===== src/rtl/gpio_mux_pkg.sv =====
package gpio_mux_pkg;

    localparam int NUM_PINS = 3;

    typedef enum logic [1:0] {
        PM_HIZ  = 2'b00,
        PM_FUNC = 2'b01,
        PM_LOW  = 2'b10,
        PM_HIGH = 2'b11
    } pin_mode_e;

    typedef enum logic [1:0] {
        FK_NONE   = 2'd0,
        FK_IRQ    = 2'd1,
        FK_STEREO = 2'd2
    } func_kind_e;

    typedef struct packed {
        logic val;
        logic oe;
    } pin_drive_t;

    localparam pin_drive_t DRIVE_OFF = '{val: 1'b0, oe: 1'b0};

    function automatic func_kind_e kind_of(input int idx);
        case (idx)
            1:       kind_of = FK_IRQ;
            2:       kind_of = FK_STEREO;
            default: kind_of = FK_NONE;
        endcase
    endfunction

    function automatic pin_drive_t const_drive(input logic level);
        const_drive.val = level;
        const_drive.oe  = 1'b1;
    endfunction

endpackage


===== src/rtl/gpio_irq_pulse.sv =====
module gpio_irq_pulse #(
    parameter int PULSE_CYCLES = 8
) (
    input  logic clk,
    input  logic rst,
    input  logic irq_en,
    input  logic chip_en,
    input  logic tune_done,
    output logic irq_active
);
    localparam int CW = $clog2(PULSE_CYCLES + 1);
    localparam logic [CW-1:0] LOAD = CW'(PULSE_CYCLES);

    logic          done_q;
    logic [CW-1:0] remain;
    logic          edge_seen;

    assign edge_seen = tune_done & ~done_q;

    always_ff @(posedge clk) begin
        if (rst) begin
            done_q <= 1'b0;
            remain <= '0;
        end else begin
            done_q <= tune_done;
            if (!chip_en || !irq_en) begin
                remain <= '0;
            end else if (edge_seen) begin
                remain <= LOAD;
            end else if (remain != '0) begin
                remain <= remain - 1'b1;
            end
        end
    end

    assign irq_active = (remain != '0);
endmodule


===== src/rtl/gpio_pin_cell.sv =====
module gpio_pin_cell
    import gpio_mux_pkg::*;
#(
    parameter func_kind_e KIND = FK_NONE
) (
    input  pin_mode_e  mode,
    input  logic       func_val,
    input  logic       chip_en,
    input  logic       audio_en,
    output pin_drive_t drive
);
    always_comb begin
        drive = DRIVE_OFF;
        if (!audio_en) begin
            case (mode)
                PM_LOW:  drive = const_drive(1'b0);
                PM_HIGH: drive = const_drive(1'b1);
                PM_FUNC: begin
                    if (KIND != FK_NONE && chip_en) begin
                        drive = const_drive(func_val);
                    end
                end
                default: drive = DRIVE_OFF;
            endcase
        end
    end
endmodule


===== src/rtl/gpio_mux_top.sv =====
module gpio_mux_top
    import gpio_mux_pkg::*;
#(
    parameter int PULSE_CYCLES = 8
) (
    input  logic       clk,
    input  logic       rst,
    input  logic       audio_en,
    input  logic [1:0] mode_p1,
    input  logic [1:0] mode_p2,
    input  logic [1:0] mode_p3,
    input  logic       irq_en,
    input  logic       tune_done,
    input  logic       stereo,
    input  logic       chip_en,
    output logic [2:0] pin_out,
    output logic [2:0] pin_oe
);
    logic       irq_active;
    pin_mode_e  modes   [NUM_PINS];
    logic       func_src[NUM_PINS];
    pin_drive_t drives  [NUM_PINS];

    assign modes[0] = pin_mode_e'(mode_p1);
    assign modes[1] = pin_mode_e'(mode_p2);
    assign modes[2] = pin_mode_e'(mode_p3);

    gpio_irq_pulse #(.PULSE_CYCLES(PULSE_CYCLES)) u_pulse (
        .clk        (clk),
        .rst        (rst),
        .irq_en     (irq_en),
        .chip_en    (chip_en),
        .tune_done  (tune_done),
        .irq_active (irq_active)
    );

    for (genvar g = 0; g < NUM_PINS; g++) begin : g_pin
        localparam func_kind_e K = kind_of(g);
        if (K == FK_IRQ) begin : g_irq
            assign func_src[g] = ~irq_active;
        end else if (K == FK_STEREO) begin : g_st
            assign func_src[g] = stereo;
        end else begin : g_none
            assign func_src[g] = 1'b0;
        end

        gpio_pin_cell #(.KIND(K)) u_cell (
            .mode     (modes[g]),
            .func_val (func_src[g]),
            .chip_en  (chip_en),
            .audio_en (audio_en),
            .drive    (drives[g])
        );

        assign pin_out[g] = drives[g].val;
        assign pin_oe[g]  = drives[g].oe;
    end
endmodule


===== config.mk =====
export PLATFORM = sky130hd
export DESIGN_NAME = gpio_mux_top
export DESIGN_NICKNAME = d
export VERILOG_FILES = /design/src/rtl/gpio_mux_pkg.sv /design/src/rtl/gpio_irq_pulse.sv /design/src/rtl/gpio_pin_cell.sv /design/src/rtl/gpio_mux_top.sv
export SDC_FILE = /design/constraint.sdc
export NUM_CORES = 1
export LEC_CHECK = 0
export ABC_AREA = 1
export CAP_MARGIN = 20
export CELL_PAD_IN_SITES_DETAIL_PLACEMENT = 0
export CELL_PAD_IN_SITES_GLOBAL_PLACEMENT = 1
export CORE_AREA = 2 2 39 41
export CTS_CLUSTER_DIAMETER = 80
export DETAILED_ROUTE_END_ITERATION = 6
export DIE_AREA = 0 0 41 43
export DONT_BUFFER_PORTS = 1
export MAX_ROUTING_LAYER = met4
export PLACE_DENSITY_LB_ADDON = 0.1
export SETUP_SLACK_MARGIN = 0.4
export SLEW_MARGIN = 5
export SYNTH_ARGS = -nofsm -noshare
export SYNTH_HDL_FRONTEND = slang
export SYNTH_SLANG_ARGS = --single-unit

===== constraint.sdc =====
create_clock -name clk -period 2.5 [get_ports clk]
set_input_delay 0 -clock clk [delete_from_list [all_inputs] [get_ports clk]]
set_output_delay 0 -clock clk [all_outputs]
set_load 0.005 [all_outputs]

**After elaboration in Yosys (flattened, before gate mapping)**

Index checks and enable logic that the tools add are counted.

- Register bits: 5
- Latch bits: 0
- RAM bits: 0
- Bits in read-only memories: 0
- Input port bits: 13
- Output and inout port bits: 6
- Word-level logic and storage cells: 32
- Memories kept: 0

- Add/sub/neg operators: 1
- Multipliers: 0
- Div/mod/pow operators: 0
- $lt $le $gt $ge: 0
- Eq/ne operators: 8
- Shifts and indexed selects: 0
- Mux-type cells: 10
- Bitwise operators: 3
- Reductions and logical operators: 7

Operator list:

| kind | count |
|---|---|
| 2-bit equality test, second input constant | 6 |
| 2-bit one-hot mux with 3 select lines | 2 |
| 2-bit 2-to-1 mux | 5 |
| 4-bit 2-to-1 mux | 2 |
| 2-bit by 1-bit equality test with 1-bit output, second input constant | 2 |
| 2-bit one-hot mux with 2 select lines | 1 |
| 4-bit nonzero test | 1 |
| 4-bit by 1-bit subtractor with 4-bit output, second input constant | 1 |
| 3-bit OR reduction | 1 |
| 1-bit zero test | 2 |
| 1-bit inverter | 2 |
| 2-bit nonzero test | 1 |
| 2-bit OR reduction | 1 |
| 1-bit bitwise AND | 1 |
| 1-bit logical OR | 1 |

**Logic depth before layout (Yosys ltp)**

- Word-level depth: 5
- Gate-level depth with buffers: 7
- Gate-level depth less buffers: 7

**Hierarchy**

From an unflattened synthesis, not the netlist that was laid out.

- Cell total of the unflattened synthesis: 58
- Area, all modules: 375.4 um^2

By module, submodules not included:

| module | instances | cells an instance | area an instance (um^2) | seq. area each (um^2) |
|---|---|---|---|---|
| gpio_irq_pulse | 1 | 36 | 272.8 | 100.1 |
| gpio_pin_cell (g_pin[1].u_cell ...) | 2 | 8 | 38.8 | 0.0 |
| gpio_pin_cell (g_pin[0].u_cell) | 1 | 4 | 17.5 | 0.0 |
| gpio_mux_top | 1 | 2 | 7.5 | 0.0 |

**Least setup slack after synthesis**

No wires, ideal clock.

- Path type: register to register
- From: register u_pulse.remain[0]
- To: register u_pulse.remain[1]
- Setup time: 70 ps
- Data arrival time: 875 ps
- Required time: 2,430 ps
- Slack: 1,554 ps
- Stages on the path, launching flop included: 7
- Buffers on the path: 0
- Clock period less this slack: 946 ps
- Cells stage by stage: dfxtp_1 > inv_1 > ha_1 > nand3_2 > inv_2 > nand2_1 > a21oi_1

- Word-level cells in the longest chain between the ends: 1
- Elaborated cells between the ends (all ways): 2
- Those cells by class: 1 x add/sub; 1 x reduce/logical

Ends and longest elaborated chain:

| what | line | text |
|---|---|---|
| start, declared | gpio_irq_pulse.sv:15 | `logic [CW-1:0] remain;` |
| start signal, assigned | gpio_irq_pulse.sv:31 | `remain <= remain - 1'b1;` |
| 4-bit by 1-bit subtractor with 4-bit output or 4-bit nonzero test (tied branches) | gpio_irq_pulse.sv:31, gpio_irq_pulse.sv:30 |  |

Parallel ways exist; a longest one is shown, timed or not.
A chain may end at the register's enable or synchronous reset.

**Worst setup path after layout**

- From: register u_pulse.remain[0]
- To: output pin_out[1]

- Word-level cells in the longest chain between the ends: 5

Ends and longest elaborated chain:

| what | line | text |
|---|---|---|
| 4-bit nonzero test | gpio_irq_pulse.sv:36 | `assign irq_active = (remain != '0);` |
| 1-bit inverter | gpio_mux_top.sv:40 | `assign func_src[g] = ~irq_active;` |
| 2-bit 2-to-1 mux | gpio_pin_cell.sv:19 | `if (KIND != FK_NONE && chip_en) begin` |
| 2-bit one-hot mux with 3 select lines | gpio_pin_cell.sv:15 | `case (mode)` |
| 2-bit 2-to-1 mux | gpio_pin_cell.sv:14 | `if (!audio_en) begin` |
| end, declared | gpio_mux_top.sv:16 | `output logic [2:0] pin_out,` |

Every way passes these cells.

==> impl_metrics.py <==
metrics = {
    "power_and_ir_drop": {
        "clockPowerShare": 0.463,
        "seqPwrFrac": 0.411,
        "power_density_nw_per_um2": 458.4,
        "power_frac_comb": 0.126,
        "switching_share": 0.2309,
        "irDropWorstVdd_uv": 186.9,
        "p_int_mw": 0.1535,
        "power_leakage_nw": 0.2117,
        "finalPower_mw": 0.1996,
        "switchingPower_mw": 0.04607,
    },
    "timing": {
        "min_period_ns": 1.254,
        "slew_violations": 0,
        "setup_violations": 0,
        "worst_pin_slew_ns": 0.2143,
        "fin_crit_sh": 0.5018,
        "max_slew_margin": 0.8556,
        "tns_ns": 0,
        "fmax_mhz": 797.2,
        "finalHoldViolations": 0,
        "rsz0062_at_grt": "false",
        "finClkSkew_ns": 0.004892,
    },
    "yosys": {
        "ys_types": 14,
        "yosys_warnings": 0,
        "yosysSeqAreaShare": 0.2952,
        "synth_compound_area_frac": 0.08487,
        "synth_fa_ha_area_frac": 0.07380,
        "synth.area.mux_share": 0,
        "synth_fp_nets": 70,
        "synth_area_um2": 339.1,
        "syn_area_per_cell_um2": 6.165,
        "synth_xor_area_frac": 0.02583,
        "synthSimpleGateAreaFrac": 0.3764,
        "ys_ff_latch": 5,
        "syn_inst": 55,
        "synth_top_family_by_area": "simple AND/OR/NAND/NOR gates",
    },
    "die": {
        "core_area_um2": 1384,
        "dieArea_um2": 1763,
        "fp-row-count": 14,
        "start_util": 0.2450,
        "fp.dieH_um": 43,
        "die_x_um": 41,
        "top_level_ports": 19,
    },
    "global_routing": {
        "overflow": 0,
        "grt_max_degree": 5,
        "grt_pass1_wl_um": 1090,
        "grt_pass1_vias": 303,
        "grt_use_total": 0.09774,
        "antenna_found_initial": 0,
    },
    "placement": {
        "portBuffers": 0,
        "place_inst": 71,
        "gp_congestion": 0.6138,
        "hpwl_um": 555.1,
    },
    "min_path": {
        "hold-path-endpoint": "pin_oe[1]",
        "min_from": "audio_en",
        "holdPathStages": 1,
        "hold_path.class": "in -> out",
    },
    "cts": {
        "cts_tree": "yes",
        "post_cts_resized": 0,
        "root_buffer": "clkbuf_4",
        "clock_latency_ns": 0.24,
        "cts_buffers": 3,
        "cts_buffer_depth": 2,
        "clkSinkCount": 5,
        "htreeDepth": 1,
        "clk_pin_slew_ns": 0.04,
    },
    "run": {
        "drv_cap": 0,
    },
    "route": {
        "via_per_inst": 4.113,
        "vias": 329,
        "wl_per_cell_um": 8.638,
        "wl_um": 691,
        "drc": 0,
        "ant_nets": 0,
        "drt_iter0_drc": 1,
        "dr.pass1.iters": 3,
    },
    "setup_path": {
        "r2r_start": "u_pulse.remain[0]$_SDFFE_PP0P_",
        "cp-start-kind": "register",
        "cp.required_ns": 2.50,
        "r2r_slack_ns": 1.45,
        "reg2reg_depth": 6,
        "arrival_ns": 1.25,
        "timing.rr.end": "u_pulse.remain[0]$_SDFFE_PP0P_",
        "critPathCaptureType": "primary output",
        "path_class": "reg -> out",
        "path_max_fanout": 4,
    },
    "final_layout": {
        "final_cells": 80,
        "fin_nets": 80,
        "syn2layout_area_growth_pct": 28.41,
        "layout-drive-gt1-share": 0.1250,
        "diodes": 0,
    },
    "outcome": {
        "status": "finished clean",
    },
}
sequential cells by signal (all words and copies together) (netlist names):
signal / count
u_pulse.done_q: 1
u_pulse.remain: 4
synthesized netlist by cell type (all sizes together):
cell | n | area (um2)
o21ai | 1 | 5.000
nand4 | 1 | 6.260
nand2 | 16 | 60.06
inv | 13 | 48.80
nand3 | 4 | 25.02
nor3 | 1 | 10.01
nor2 | 7 | 26.28
ha | 2 | 25.02
a21oi | 4 | 23.77
xnor2 | 1 | 8.760
dfxtp | 5 | 100.1
timing repair:
action / 4_1_cts / 5_1_grt
setup buffers: 0 / 0
hold buffers: 5 / 0
endpoints found under the hold margin: 5 / 0
setup endpoints to repair: 0 / 0
power groups by stage:
stage | Clock [mW] | Combinational [mW] | Sequential [mW]
after floorplan | 0 | 0.0162 | 0.0835
after global placement | 0 | 0.0191 | 0.0836
after detailed placement | 0 | 0.0189 | 0.0836
after CTS | 0.0977 | 0.0253 | 0.0821
after global routing | 0.102 | 0.0288 | 0.0821
final | 0.0924 | 0.0251 | 0.0821
logic make-up (layout without fill, tap and decap cells):
group | after synthesis | count (layout)
AND/OR/NAND/NOR | 29 | 29
adder cells (fa/ha/maj) | 2 | 2
XOR/XNOR | 1 | 1
flip-flops | 5 | 5
buffers and inverters | 13 | 22
AO/OA/AOI/OAI | 5 | 5
worst max path at each step:
stage	start	to	slack, ns	depth (start not counted)
4_1_cts	u_pulse.remain[0]$_SDFFE_PP0P_	pin_out[1]	1.22	6
2_1_floorplan	u_pulse.remain[0]$_SDFFE_PP0P_	u_pulse.remain[1]$_SDFFE_PP0P_	1.55	6
5_1_grt	u_pulse.remain[0]$_SDFFE_PP0P_	pin_out[1]	1.14	6
6_report	u_pulse.remain[0]$_SDFFE_PP0P_	pin_out[1]	1.25	6
3_5_place_dp	u_pulse.remain[0]$_SDFFE_PP0P_	u_pulse.remain[0]$_SDFFE_PP0P_	1.44	6
3_3_place_gp	u_pulse.remain[1]$_SDFFE_PP0P_	u_pulse.remain[2]$_SDFFE_PP0P_	1.45	5
cells in the final DEF (no fill, tap or decap):
cell / instances
a21oi_1: 3
nand3_2: 1
clkbuf_1: 1
xnor2_1: 1
clkbuf_4: 3
nand4_1: 1
nor2_1: 7
dlygate4sd3_1: 5
inv_1: 11
o21ai_0: 1
nand2_1: 16
ha_1: 2
nor3_2: 1
inv_2: 2
nand3_1: 3
a21oi_2: 1
dfxtp_1: 5
worst max-delay path, stage by stage, from the launching register on:
cell	delay (ns)
dfxtp_1	0.30
inv_1	0.11
ha_1	0.19
nand3_2	0.11
inv_2	0.10
nand2_1	0.06
a21oi_2	0.14
layer usage:
| layer | share of wire | vias up | track usage |
|---|---|---|---|
| li1 | - | 182 | - |
| met1 | 0.45 | 131 | 0.1093 |
| met2 | 0.49 | 16 | 0.1344 |
| met3 | 0.056 | 0 | 0.01571 |
| met4 | 0 | 0 | 0.1000 |
| met5 | 0 | - | - |
final cells by class:
class / instances / area [um2]
clock buffer: 4 / 26.28
fill: 161 / 948.4
inverter: 13 / 48.80
multi-input combinational: 37 / 190.2
sequential: 5 / 100.1
tap: 16 / 20.02
timing repair buffer: 5 / 50.05
metrics by stage:
| step | hold slack [ns] | util | cell area (um2) | setup slack, ns |
|---|---|---|---|---|
| floorplan | 0.02765 | - | 339.1 | 1.554 |
| global placement | 0.03065 | 0.2595 | 359.1 | 1.449 |
| detailed placement | 0.02976 | 0.2595 | 359.1 | 1.445 |
| CTS | 0.02314 | 0.3146 | 435.4 | 1.221 |
| global route | 0.03351 | 0.3146 | 435.4 | 1.145 |
| finish | 0.02972 | 0.3146 | 435.4 | 1.246 |
Note: power is estimated with default switching activity, not from simulation.
